## src/rtl/i2c_rb_pkg.sv

```systemverilog
package i2c_rb_pkg;
  typedef enum logic [2:0] {
    PH_IDLE, PH_ADDR, PH_SUB, PH_WDATA, PH_RDATA, PH_IGNORE
  } phase_t;

  localparam logic [5:0] CHIP_ID_HI = 6'b100010;
  localparam int STAT_SOFT_BIT = 2;
  localparam int STAT_ZC_BIT   = 1;
endpackage

```

## src/rtl/i2c_rb_filter.sv

```systemverilog
module i2c_rb_filter #(
  parameter int WIDTH  = 2,
  parameter int STAGES = 2,
  parameter int FILT   = 3,
  localparam int CW    = $clog2(FILT + 1)
) (
  input  logic             clk,
  input  logic             rst,
  input  logic [WIDTH-1:0] raw_i,
  output logic [WIDTH-1:0] filt_o
);
  for (genvar g = 0; g < WIDTH; g++) begin : g_line
    logic [STAGES-1:0] sync_q;
    logic [CW-1:0]     run_q;
    logic              lvl_q;

    always_ff @(posedge clk) begin
      if (rst) begin
        sync_q <= '1;
        run_q  <= '0;
        lvl_q  <= 1'b1;
      end else begin
        sync_q <= {sync_q[STAGES-2:0], raw_i[g]};
        if (sync_q[STAGES-1] != lvl_q) begin
          if (run_q == CW'(FILT - 1)) begin
            lvl_q <= sync_q[STAGES-1];
            run_q <= '0;
          end else begin
            run_q <= run_q + 1'b1;
          end
        end else begin
          run_q <= '0;
        end
      end
    end

    assign filt_o[g] = lvl_q;
  end
endmodule

```

## src/rtl/i2c_rb_events.sv

```systemverilog
module i2c_rb_events (
  input  logic clk,
  input  logic rst,
  input  logic scl_f,
  input  logic sda_f,
  output logic scl_q,
  output logic sda_q,
  output logic start_q,
  output logic stop_q,
  output logic rise_q,
  output logic fall_q
);
  always_ff @(posedge clk) begin
    if (rst) begin
      scl_q   <= 1'b1;
      sda_q   <= 1'b1;
      start_q <= 1'b0;
      stop_q  <= 1'b0;
      rise_q  <= 1'b0;
      fall_q  <= 1'b0;
    end else begin
      scl_q   <= scl_f;
      sda_q   <= sda_f;
      start_q <= scl_f & scl_q & sda_q & ~sda_f;
      stop_q  <= scl_f & scl_q & ~sda_q & sda_f;
      rise_q  <= scl_f & ~scl_q;
      fall_q  <= ~scl_f & scl_q;
    end
  end

  // bus conditions are mutually exclusive in any cycle
  assert_events_exclusive_R8: assert property (@(posedge clk) disable iff (rst)
    $onehot0({start_q, stop_q, rise_q, fall_q}));
endmodule

```

## src/rtl/i2c_rb_fsm.sv

```systemverilog
module i2c_rb_fsm
  import i2c_rb_pkg::*;
#(
  parameter int DW   = 8,
  parameter int NREG = 9,
  parameter int IDXW = 4,
  localparam int CW  = $clog2(DW + 1)
) (
  input  logic            clk,
  input  logic            rst,
  input  logic            start_i,
  input  logic            stop_i,
  input  logic            rise_i,
  input  logic            fall_i,
  input  logic            sda_i,
  input  logic            scl_lvl,
  input  logic            addr_sel,
  input  logic            soft_mute,
  input  logic            zc_mute,
  output logic            wr_en,
  output logic [IDXW-1:0] wr_idx,
  output logic [DW-1:0]   wr_data,
  output logic            sda_oe
);
  phase_t          phase;
  logic [CW-1:0]   cnt;
  logic            in_ack;
  logic [DW-1:0]   shreg;
  logic [DW-1:0]   tx;
  logic [IDXW-1:0] ptr;
  logic            autoinc;
  logic            hit_q, rw_q, sub_ok, mack_ok;
  logic [DW-1:0]   status_w;
  logic            addr_hit;
  logic            sub_valid;
  logic            ptr_valid;
  logic            busy;

  always_comb begin
    status_w                = '1;
    status_w[STAT_SOFT_BIT] = soft_mute;
    status_w[STAT_ZC_BIT]   = zc_mute;
  end

  assign addr_hit  = (shreg[DW-1:1] == {CHIP_ID_HI, addr_sel});
  assign sub_valid = (int'(shreg[IDXW-1:0]) < NREG);
  assign ptr_valid = (int'(ptr) < NREG);
  assign busy      = (phase != PH_IDLE) && (phase != PH_IGNORE);

  always_ff @(posedge clk) begin
    if (rst) begin
      phase   <= PH_IDLE;
      cnt     <= '0;
      in_ack  <= 1'b0;
      shreg   <= '0;
      tx      <= '1;
      ptr     <= '0;
      autoinc <= 1'b0;
      hit_q   <= 1'b0;
      rw_q    <= 1'b0;
      sub_ok  <= 1'b0;
      mack_ok <= 1'b0;
      sda_oe  <= 1'b0;
      wr_en   <= 1'b0;
      wr_idx  <= '0;
      wr_data <= '0;
    end else begin
      wr_en <= 1'b0;
      if (start_i) begin
        phase  <= PH_ADDR;
        cnt    <= '0;
        in_ack <= 1'b0;
        sda_oe <= 1'b0;
      end else if (stop_i) begin
        phase  <= PH_IDLE;
        cnt    <= '0;
        in_ack <= 1'b0;
        sda_oe <= 1'b0;
      end else if (busy && rise_i) begin
        if (cnt < CW'(DW)) begin
          shreg <= {shreg[DW-2:0], sda_i};
          cnt   <= cnt + 1'b1;
        end else begin
          mack_ok <= ~sda_i;
        end
      end else if (busy && fall_i) begin
        if (in_ack) begin
          in_ack <= 1'b0;
          cnt    <= '0;
          sda_oe <= 1'b0;
          unique case (phase)
            PH_ADDR: begin
              if (!hit_q)     phase <= PH_IGNORE;
              else if (rw_q) begin
                phase  <= PH_RDATA;
                tx     <= status_w;
                sda_oe <= ~status_w[DW-1];
              end else        phase <= PH_SUB;
            end
            PH_SUB:   phase <= sub_ok ? PH_WDATA : PH_IGNORE;
            PH_RDATA: begin
              if (mack_ok) begin
                tx     <= status_w;
                sda_oe <= ~status_w[DW-1];
              end else begin
                phase <= PH_IGNORE;
              end
            end
            default: ;
          endcase
        end else if (cnt == CW'(DW)) begin
          in_ack <= 1'b1;
          unique case (phase)
            PH_ADDR: begin
              hit_q  <= addr_hit;
              rw_q   <= shreg[0];
              sda_oe <= addr_hit;
            end
            PH_SUB: begin
              ptr     <= shreg[IDXW-1:0];
              autoinc <= shreg[IDXW];
              sub_ok  <= sub_valid;
              sda_oe  <= sub_valid;
            end
            PH_WDATA: begin
              if (ptr_valid) begin
                wr_en   <= 1'b1;
                wr_idx  <= ptr;
                wr_data <= shreg;
                sda_oe  <= 1'b1;
                if (autoinc) ptr <= ptr + 1'b1;
              end
            end
            default: sda_oe <= 1'b0;
          endcase
        end else if (phase == PH_RDATA && cnt != '0) begin
          sda_oe <= ~tx[DW - 1 - int'(cnt)];
        end
      end
    end
  end

  // drive on SDA never moves while SCL is high
  assert_oe_stable_scl_high_R9: assert property (@(posedge clk) disable iff (rst)
    (scl_lvl && $past(scl_lvl)) |-> $stable(sda_oe));

  // a rejected transfer never pulls SDA
  assert_ignore_released_R2: assert property (@(posedge clk) disable iff (rst)
    (phase == PH_IGNORE) |-> !sda_oe);
endmodule

```

## src/rtl/i2c_rb_bank.sv

```systemverilog
module i2c_rb_bank #(
  parameter int DW             = 8,
  parameter int NREG           = 9,
  parameter int IDXW           = 4,
  parameter logic [DW-1:0] RST = 8'hFE
) (
  input  logic               clk,
  input  logic               rst,
  input  logic               wr_en,
  input  logic [IDXW-1:0]    wr_idx,
  input  logic [DW-1:0]      wr_data,
  output logic [NREG*DW-1:0] regs_o
);
  logic [DW-1:0] mem_q [NREG];

  always_ff @(posedge clk) begin
    if (rst) begin
      for (int i = 0; i < NREG; i++) mem_q[i] <= RST;
    end else if (wr_en && int'(wr_idx) < NREG) begin
      mem_q[wr_idx] <= wr_data;
    end
  end

  for (genvar g = 0; g < NREG; g++) begin : g_out
    assign regs_o[g*DW +: DW] = mem_q[g];

    // a register only moves when a write strobe names it
    assert_reg_hold_R6: assert property (@(posedge clk) disable iff (rst)
      !($past(wr_en) && int'($past(wr_idx)) == g) |-> $stable(mem_q[g]));
  end

  // the protocol engine never issues an out-of-bank write
  assert_idx_in_bank_R3: assert property (@(posedge clk) disable iff (rst)
    wr_en |-> (int'(wr_idx) < NREG));
endmodule

```

## src/rtl/i2c_regbank_target.sv

```systemverilog
module i2c_regbank_target #(
  parameter int DW             = 8,
  parameter int NREG           = 9,
  parameter int IDXW           = 4,
  parameter int SYNC_STAGES    = 2,
  parameter int FILT_LEN       = 3,
  parameter logic [DW-1:0] RST = 8'hFE
) (
  input  logic               clk,
  input  logic               rst,
  input  logic               scl_i,
  input  logic               sda_i,
  input  logic               addr_sel,
  input  logic               soft_mute,
  input  logic               zc_mute,
  output logic               sda_oe,
  output logic [NREG*DW-1:0] regs_o
);
  logic [1:0]      filt;
  logic            scl_q, sda_q, start_q, stop_q, rise_q, fall_q;
  logic            wr_en;
  logic [IDXW-1:0] wr_idx;
  logic [DW-1:0]   wr_data;

  i2c_rb_filter #(.WIDTH(2), .STAGES(SYNC_STAGES), .FILT(FILT_LEN)) u_filt (
    .clk(clk), .rst(rst), .raw_i({scl_i, sda_i}), .filt_o(filt)
  );

  i2c_rb_events u_ev (
    .clk(clk), .rst(rst), .scl_f(filt[1]), .sda_f(filt[0]),
    .scl_q(scl_q), .sda_q(sda_q), .start_q(start_q), .stop_q(stop_q),
    .rise_q(rise_q), .fall_q(fall_q)
  );

  i2c_rb_fsm #(.DW(DW), .NREG(NREG), .IDXW(IDXW)) u_fsm (
    .clk(clk), .rst(rst), .start_i(start_q), .stop_i(stop_q),
    .rise_i(rise_q), .fall_i(fall_q), .sda_i(sda_q), .scl_lvl(scl_q),
    .addr_sel(addr_sel), .soft_mute(soft_mute), .zc_mute(zc_mute),
    .wr_en(wr_en), .wr_idx(wr_idx), .wr_data(wr_data), .sda_oe(sda_oe)
  );

  i2c_rb_bank #(.DW(DW), .NREG(NREG), .IDXW(IDXW), .RST(RST)) u_bank (
    .clk(clk), .rst(rst), .wr_en(wr_en), .wr_idx(wr_idx),
    .wr_data(wr_data), .regs_o(regs_o)
  );
endmodule

```

## config.mk

```make
export PLATFORM = sky130hd
export DESIGN_NAME = i2c_regbank_target
export DESIGN_NICKNAME = d
export VERILOG_FILES = /design/src/rtl/i2c_rb_pkg.sv /design/src/rtl/i2c_rb_filter.sv /design/src/rtl/i2c_rb_events.sv /design/src/rtl/i2c_rb_fsm.sv /design/src/rtl/i2c_rb_bank.sv /design/src/rtl/i2c_regbank_target.sv
export SDC_FILE = /design/constraint.sdc
export NUM_CORES = 1
export LEC_CHECK = 0
export ABC_AREA = 1
export BUFFER_PORTS_ARGS = -buffer_cell sky130_fd_sc_hd__buf_2
export CORE_ASPECT_RATIO = 1.2
export CORE_MARGIN = 4
export CORE_UTILIZATION = 45
export DETAILED_ROUTE_END_ITERATION = 10
export PLACE_DENSITY = 0.68
export SLEW_MARGIN = 40
export SYNTH_ARGS = -nofsm -noshare
export SYNTH_HDL_FRONTEND = slang
export SYNTH_SLANG_ARGS = --single-unit
```

## constraint.sdc

```tcl
create_clock -name clk -period 5.25 [get_ports clk]
set_clock_uncertainty 0.15 [all_clocks]
set_input_delay 1.05 -clock clk [delete_from_list [all_inputs] [get_ports clk]]
set_output_delay 1.05 -clock clk [all_outputs]
set_load 0.05 [all_outputs]
```

Word-level counts from Yosys, hierarchy flattened
Memory sizes are Yosys's and may differ from the RTL's.
Cells that the tools add are included.
{"block": "word_totals", "output_inout_bits": 73, "memories": 1, "elab_cells": 157, "in_bits": 7, "mem_bits_rw": 72, "reg_bits": 63}
{"name": "u_bank.mem_q", "words": 9, "width": 8, "read_ports": 9, "rd_ports_with_merged_regs": 0, "write_ports": 9, "line_no": "i2c_rb_bank.sv:14", "rtl": "logic [DW-1:0] mem_q [NREG];"}
{"block": "classes", "n_reduce_logical": 35, "bitwise_logic": 22, "magnitude_cmp": 5, "add_sub_neg": 5, "mux": 40, "n_eq_ne": 21}
{"op": "less-than comparator 32 x 5 -> 1 bit, second input constant", "n": 1}
{"op": "2-to-1 mux 8 bit", "n": 4}
{"op": "2-to-1 mux 4 bit", "n": 7}
{"op": "2-to-1 mux 1 bit", "n": 20}
{"op": "AND reduction 9 bit", "n": 2}
{"op": "less-than comparator 4 bit, second input constant", "n": 4}
{"op": "case mux 8 bit (2 select lines)", "n": 1}
{"op": "OR reduction 8 bit", "n": 2}
{"op": "inverter 1 bit", "n": 15}
{"op": "nonzero test 3 bit", "n": 5}
{"op": "AND reduction 7 bit", "n": 2}
{"op": "2-to-1 mux 3 bit", "n": 4}
{"op": "AND reduction 4 bit", "n": 3}
{"op": "!= test 2 x 1 -> 1 bit, second input constant", "n": 5}
{"op": "AND reduction 5 bit", "n": 2}
{"op": "case mux 3 bit (3 select lines)", "n": 1}
{"op": "OR reduction 3 bit", "n": 3}
{"op": "adder 4 x 1 -> 4 bit, second input constant", "n": 2}
{"op": "case mux 4 bit (2 select lines)", "n": 1}
{"op": "AND reduction 8 bit", "n": 1}
{"op": "nonzero test 2 bit", "n": 4}
{"op": "AND 1 bit", "n": 7}
{"op": "equality test 7 bit", "n": 1}
{"op": "equality test 3 x 2 -> 1 bit, second input constant", "n": 2}
{"op": "18 further kinds", "n": 29}

Depth between registers and ports, before layout
{"block": "logic_depth", "ltp_word": 8, "mapped_depth": 11, "ltp_nobuf": 10}

Modules after synthesis
A second synthesis with hierarchy kept.
{"block": "hier_totals", "hier_cells": 599, "hier_area_um2": 5602.9}
{"module": "i2c_rb_bank", "seq_area_each_um2": 2162.1, "area_per_inst_um2": 2891.5, "cells_each": 206, "instances": 1}
{"module": "i2c_rb_fsm", "seq_area_each_um2": 820.8, "area_per_inst_um2": 2179.6, "cells_each": 333, "instances": 1}
{"module": "i2c_rb_filter", "seq_area_each_um2": 200.2, "area_per_inst_um2": 355.3, "cells_each": 40, "instances": 1}
{"module": "i2c_rb_events", "seq_area_each_um2": 120.1, "area_per_inst_um2": 176.4, "cells_each": 20, "instances": 1}

Least setup slack after synthesis
No wires, ideal clock.
{"block": "synth_timing", "kind": "input-to-reg", "startpoint": "input port rst", "endpoint": "memory u_bank.mem_q[3][0] (enable)", "t_arrival_ps": 2149, "path_stages": 6, "required_time_ps": 4771, "setup_time_ps": 329, "path_slack_ps": 2622, "path_buffers": 1, "cell_sequence": "clkbuf_1 > nor3_1 > nand2_1 > nor2_1 > inv_1 > nand2_1"}
{"item": "start: declaration", "line_no": "i2c_regbank_target.sv:10", "rtl": "input logic rst,"}
{"item": "end: declaration", "line_no": "i2c_rb_bank.sv:14"}

==> out/qor.yml <==
worst_setup_path:
  cp.arrival_ns: 2.56
  required_ns: 5.18
  worstSetupPathType: "in -> reg"
  crit_fanout: 19
  cp-end-kind: "flop"
  setup.worst_path.start_class: "primary input"
synth:
  synth-compound-area-share_pct: 5.07
  yosysWarnings: 0
  seq_area_frac_synth_pct: 63.4
  syn-num-nets: 569
  post_synth.cell_area_avg_um2: 9.37
  synth_xor_area_share_pct: 0.504
  syn_inst: 556
  yosys.area_share.simple_pct: 23.8
  synth_edf_count: 72
  synth.area.top_cells: "edfxtp_1 41%, dfxtp_1 22%, nand2_1 11%"
  yosysUniqueCellTypes: 31
  yosys.area.top_type: "edfxtp_1"
  ys_ff_latch: 129
  synthAdderAreaFrac_pct: 1.44
  synth_top_family_by_area: "simple AND/OR/NAND/NOR gates"
  syn_area_um2: 5210
  async_flop_share_pct: 0
  synth.area.mux_share_pct: 0
  synth-main-ff-cell: "edfxtp_1"
  synthDominantCellAreaShare_pct: 41.5
final_layout:
  drive_above_1_share_pct: 20.7
  diodes: 0
  fin_util_pct: 56.4
  num-nets-final: 657
  syn_to_final_growth_pct: 21.2
  fillers: 960
routing:
  via_per_inst: 4.89
  drcViolationCount: 0
  routed.top_layer: "met4"
  drtAntennaViolNets: 0
  wirelength_mm: 11.2
  drt_iter0_markers: 253
  wl_per_cell_um: 13.8
  firstDrtPassIters: 5
  route.met3.wl_um: 745
  wl_met2_mm: 5.66
  m1WireLength_mm: 4.63
  vias: 3967
die:
  design.core.area_um2: 11200
  initial_core_util_pct: 46.6
  die_w_um: 106
  dieArea_um2: 13400
  fp-row-count: 42
  ios: 80
  die_h_um: 126
clock_network:
  cts_buffer_depth: 2
  cts_setup_buffers: 0
  clockRootBuffer: "clkbuf_16"
  cts_resized: 0
  cts_sinks: 129
  clock_latency_ns: 0.41
  tritoncts: "done"
  clkTransAtPathRegs_ns: 0.06
  cts-htree-levels: 4
  cts_buffers: 17
  cts-hold-fix-buffers: 0
placement:
  hpwl_mm: 7.96
  gp_congestion: 0.880
  io_buffer_count: 79
power:
  power_switching_w: 0.000575
  switching_share_pct: 24.6
  clock_power_share_pct: 46.6
  power_leakage_nw: 2.58
  p_seq_share_pct: 47.0
  combPwrFrac_pct: 6.4
  intPower_w: 0.00177
  powerDensity_nw_per_um2: 370
  peakVddDrop_mv: 0.207
global_routing:
  antenna_found_initial: 0
  grt_max_degree: 28
  grtUsageTotal_pct: 17.4
  grt_pass1_vias: 3827
  grt_overflow_total: 0
  grt_pass1_wl_mm: 18.4
timing:
  maxClockFrequency_ghz: 0.381
  finalCritPeriodShare_pct: 50.1
  period_minus_slack_ns: 2.63
  setup_viol: 0
  rsz0062_at_grt: "false"
  maxSlewViolCount: 0
  slew_headroom_pct: 64.7
  worst_pin_slew_ns: 0.529
  finalHoldViolations: 0
  setup_tns_ns: 0
  hold_ws_ns: 0.262
hold_path:
  hp-class: "reg -> reg"
outcome:
  status: "finished clean"
flow_run:
  max-cap-violations: 0
==> metal layers <==
layer  GRT usage [%]  vias up
met1            20.3     1830
li1                -     1977
met2            30.5      147
met4            5.34        0
met5               0        -
met3            5.22       13
==> cell type report <==
cell class,instances,area (um^2),area share (%)
Sequential cell,129,3300,52.3
Clock buffer,19,464,7.35
Timing Repair Buffer,80,403,6.38
Clock inverter,13,101,1.60
Multi-Input combinational cell,350,1610,25.4
Inverter,66,248,3.92
Tap cell,154,193,3.05
==> registers in the layout, indices dropped and copies added (netlist names), 2 cells and up <==
name / cells
u_fsm.phase: 3
u_fsm.shreg: 8
u_fsm.wr_idx: 4
u_fsm.ptr: 4
u_filt.g_line.lvl_q: 2
u_bank.mem_q: 72
u_filt.g_line.run_q: 4
u_fsm.cnt: 4
u_fsm.tx: 2
u_filt.g_line.sync_q: 4
u_fsm.wr_data: 8
==> logic make-up after synthesis <==
logic type / count (synthesis)
flops: 129
simple gates: 290
compound gates: 51
fa+ha+maj: 6
buf+inv: 77
xor+xnor: 3
==> Yosys cell counts (3+ instances only) <==
cell	n
nand2_1	158
nor2_1	82
edfxtp_1	72
dfxtp_1	57
inv_1	51
a21oi_1	25
o21ai_0	22
nand3_1	18
clkinv_1	9
ha_1	6
inv_2	6
nand4_1	6
nor3_1	6
buf_2	5
clkbuf_1	5
or2_2	5
nand3_2	3
nor4_1	3
==> stage by stage <==
step                      setup WS [ns]  power (W)  area [um^2]  std cells
final                              2.62    0.00234         6320        811
after global routing               2.30    0.00241         6320        811
after CTS                          2.65    0.00235         6320        811
after detailed placement           2.22    0.00127         5750        779
after global placement             2.28    0.00127         5750        779
after floorplan                    2.62    0.00124         5210        556
==> worst max-delay path: stages <==
cell,delay (ns)
buf_2,0.22
nor3_1,0.28
nand2_1,0.18
nor2_1,0.45
inv_1,0.11
nand2_1,0.28
==> final timing paths <==
kind                         startpoint                    endpoint  slack, ns  cells after the start
max                                 rst          u_bank.mem_q[5][3]       2.62                      6
max reg2reg             u_fsm.wr_idx[3]          u_bank.mem_q[5][3]       3.19                      5
min          u_filt.g_line[1].sync_q[0]  u_filt.g_line[1].sync_q[1]       0.26                      1
min reg2reg  u_filt.g_line[1].sync_q[0]  u_filt.g_line[1].sync_q[1]       0.26                      1
==> power groups by stage <==
| stage | Clock, W | Combinational, W | Sequential (W) |
|---|---|---|---|
| after floorplan | 0 | 0.0000206 | 0.00122 |
| after global placement | 0 | 0.000149 | 0.00112 |
| after detailed placement | 0 | 0.000151 | 0.00112 |
| after CTS | 0.00110 | 0.000151 | 0.00110 |
| after global routing | 0.00116 | 0.000156 | 0.00110 |
| final | 0.00109 | 0.000150 | 0.00110 |
==> placed cells by master (no fill, tap or decap), types with 2 or more instances in the layout <==
master,n
xor2_1,2
inv_1,50
nor2_2,2
clkinv_4,3
nor3_1,6
or2_2,5
nand3_2,3
o21ai_0,22
clkinvlp_4,3
nand2_1,158
buf_2,79
nand3_1,18
inv_2,7
nor2_1,82
nor4_1,3
nand4_1,6
dfxtp_1,57
nand2_2,2
o211ai_1,2
a21oi_1,25
clkinv_2,3
inv_6,3
edfxtp_1,72
ha_1,6
clkinv_1,9
clkbuf_16,18
(Power assumes the default switching activity.)
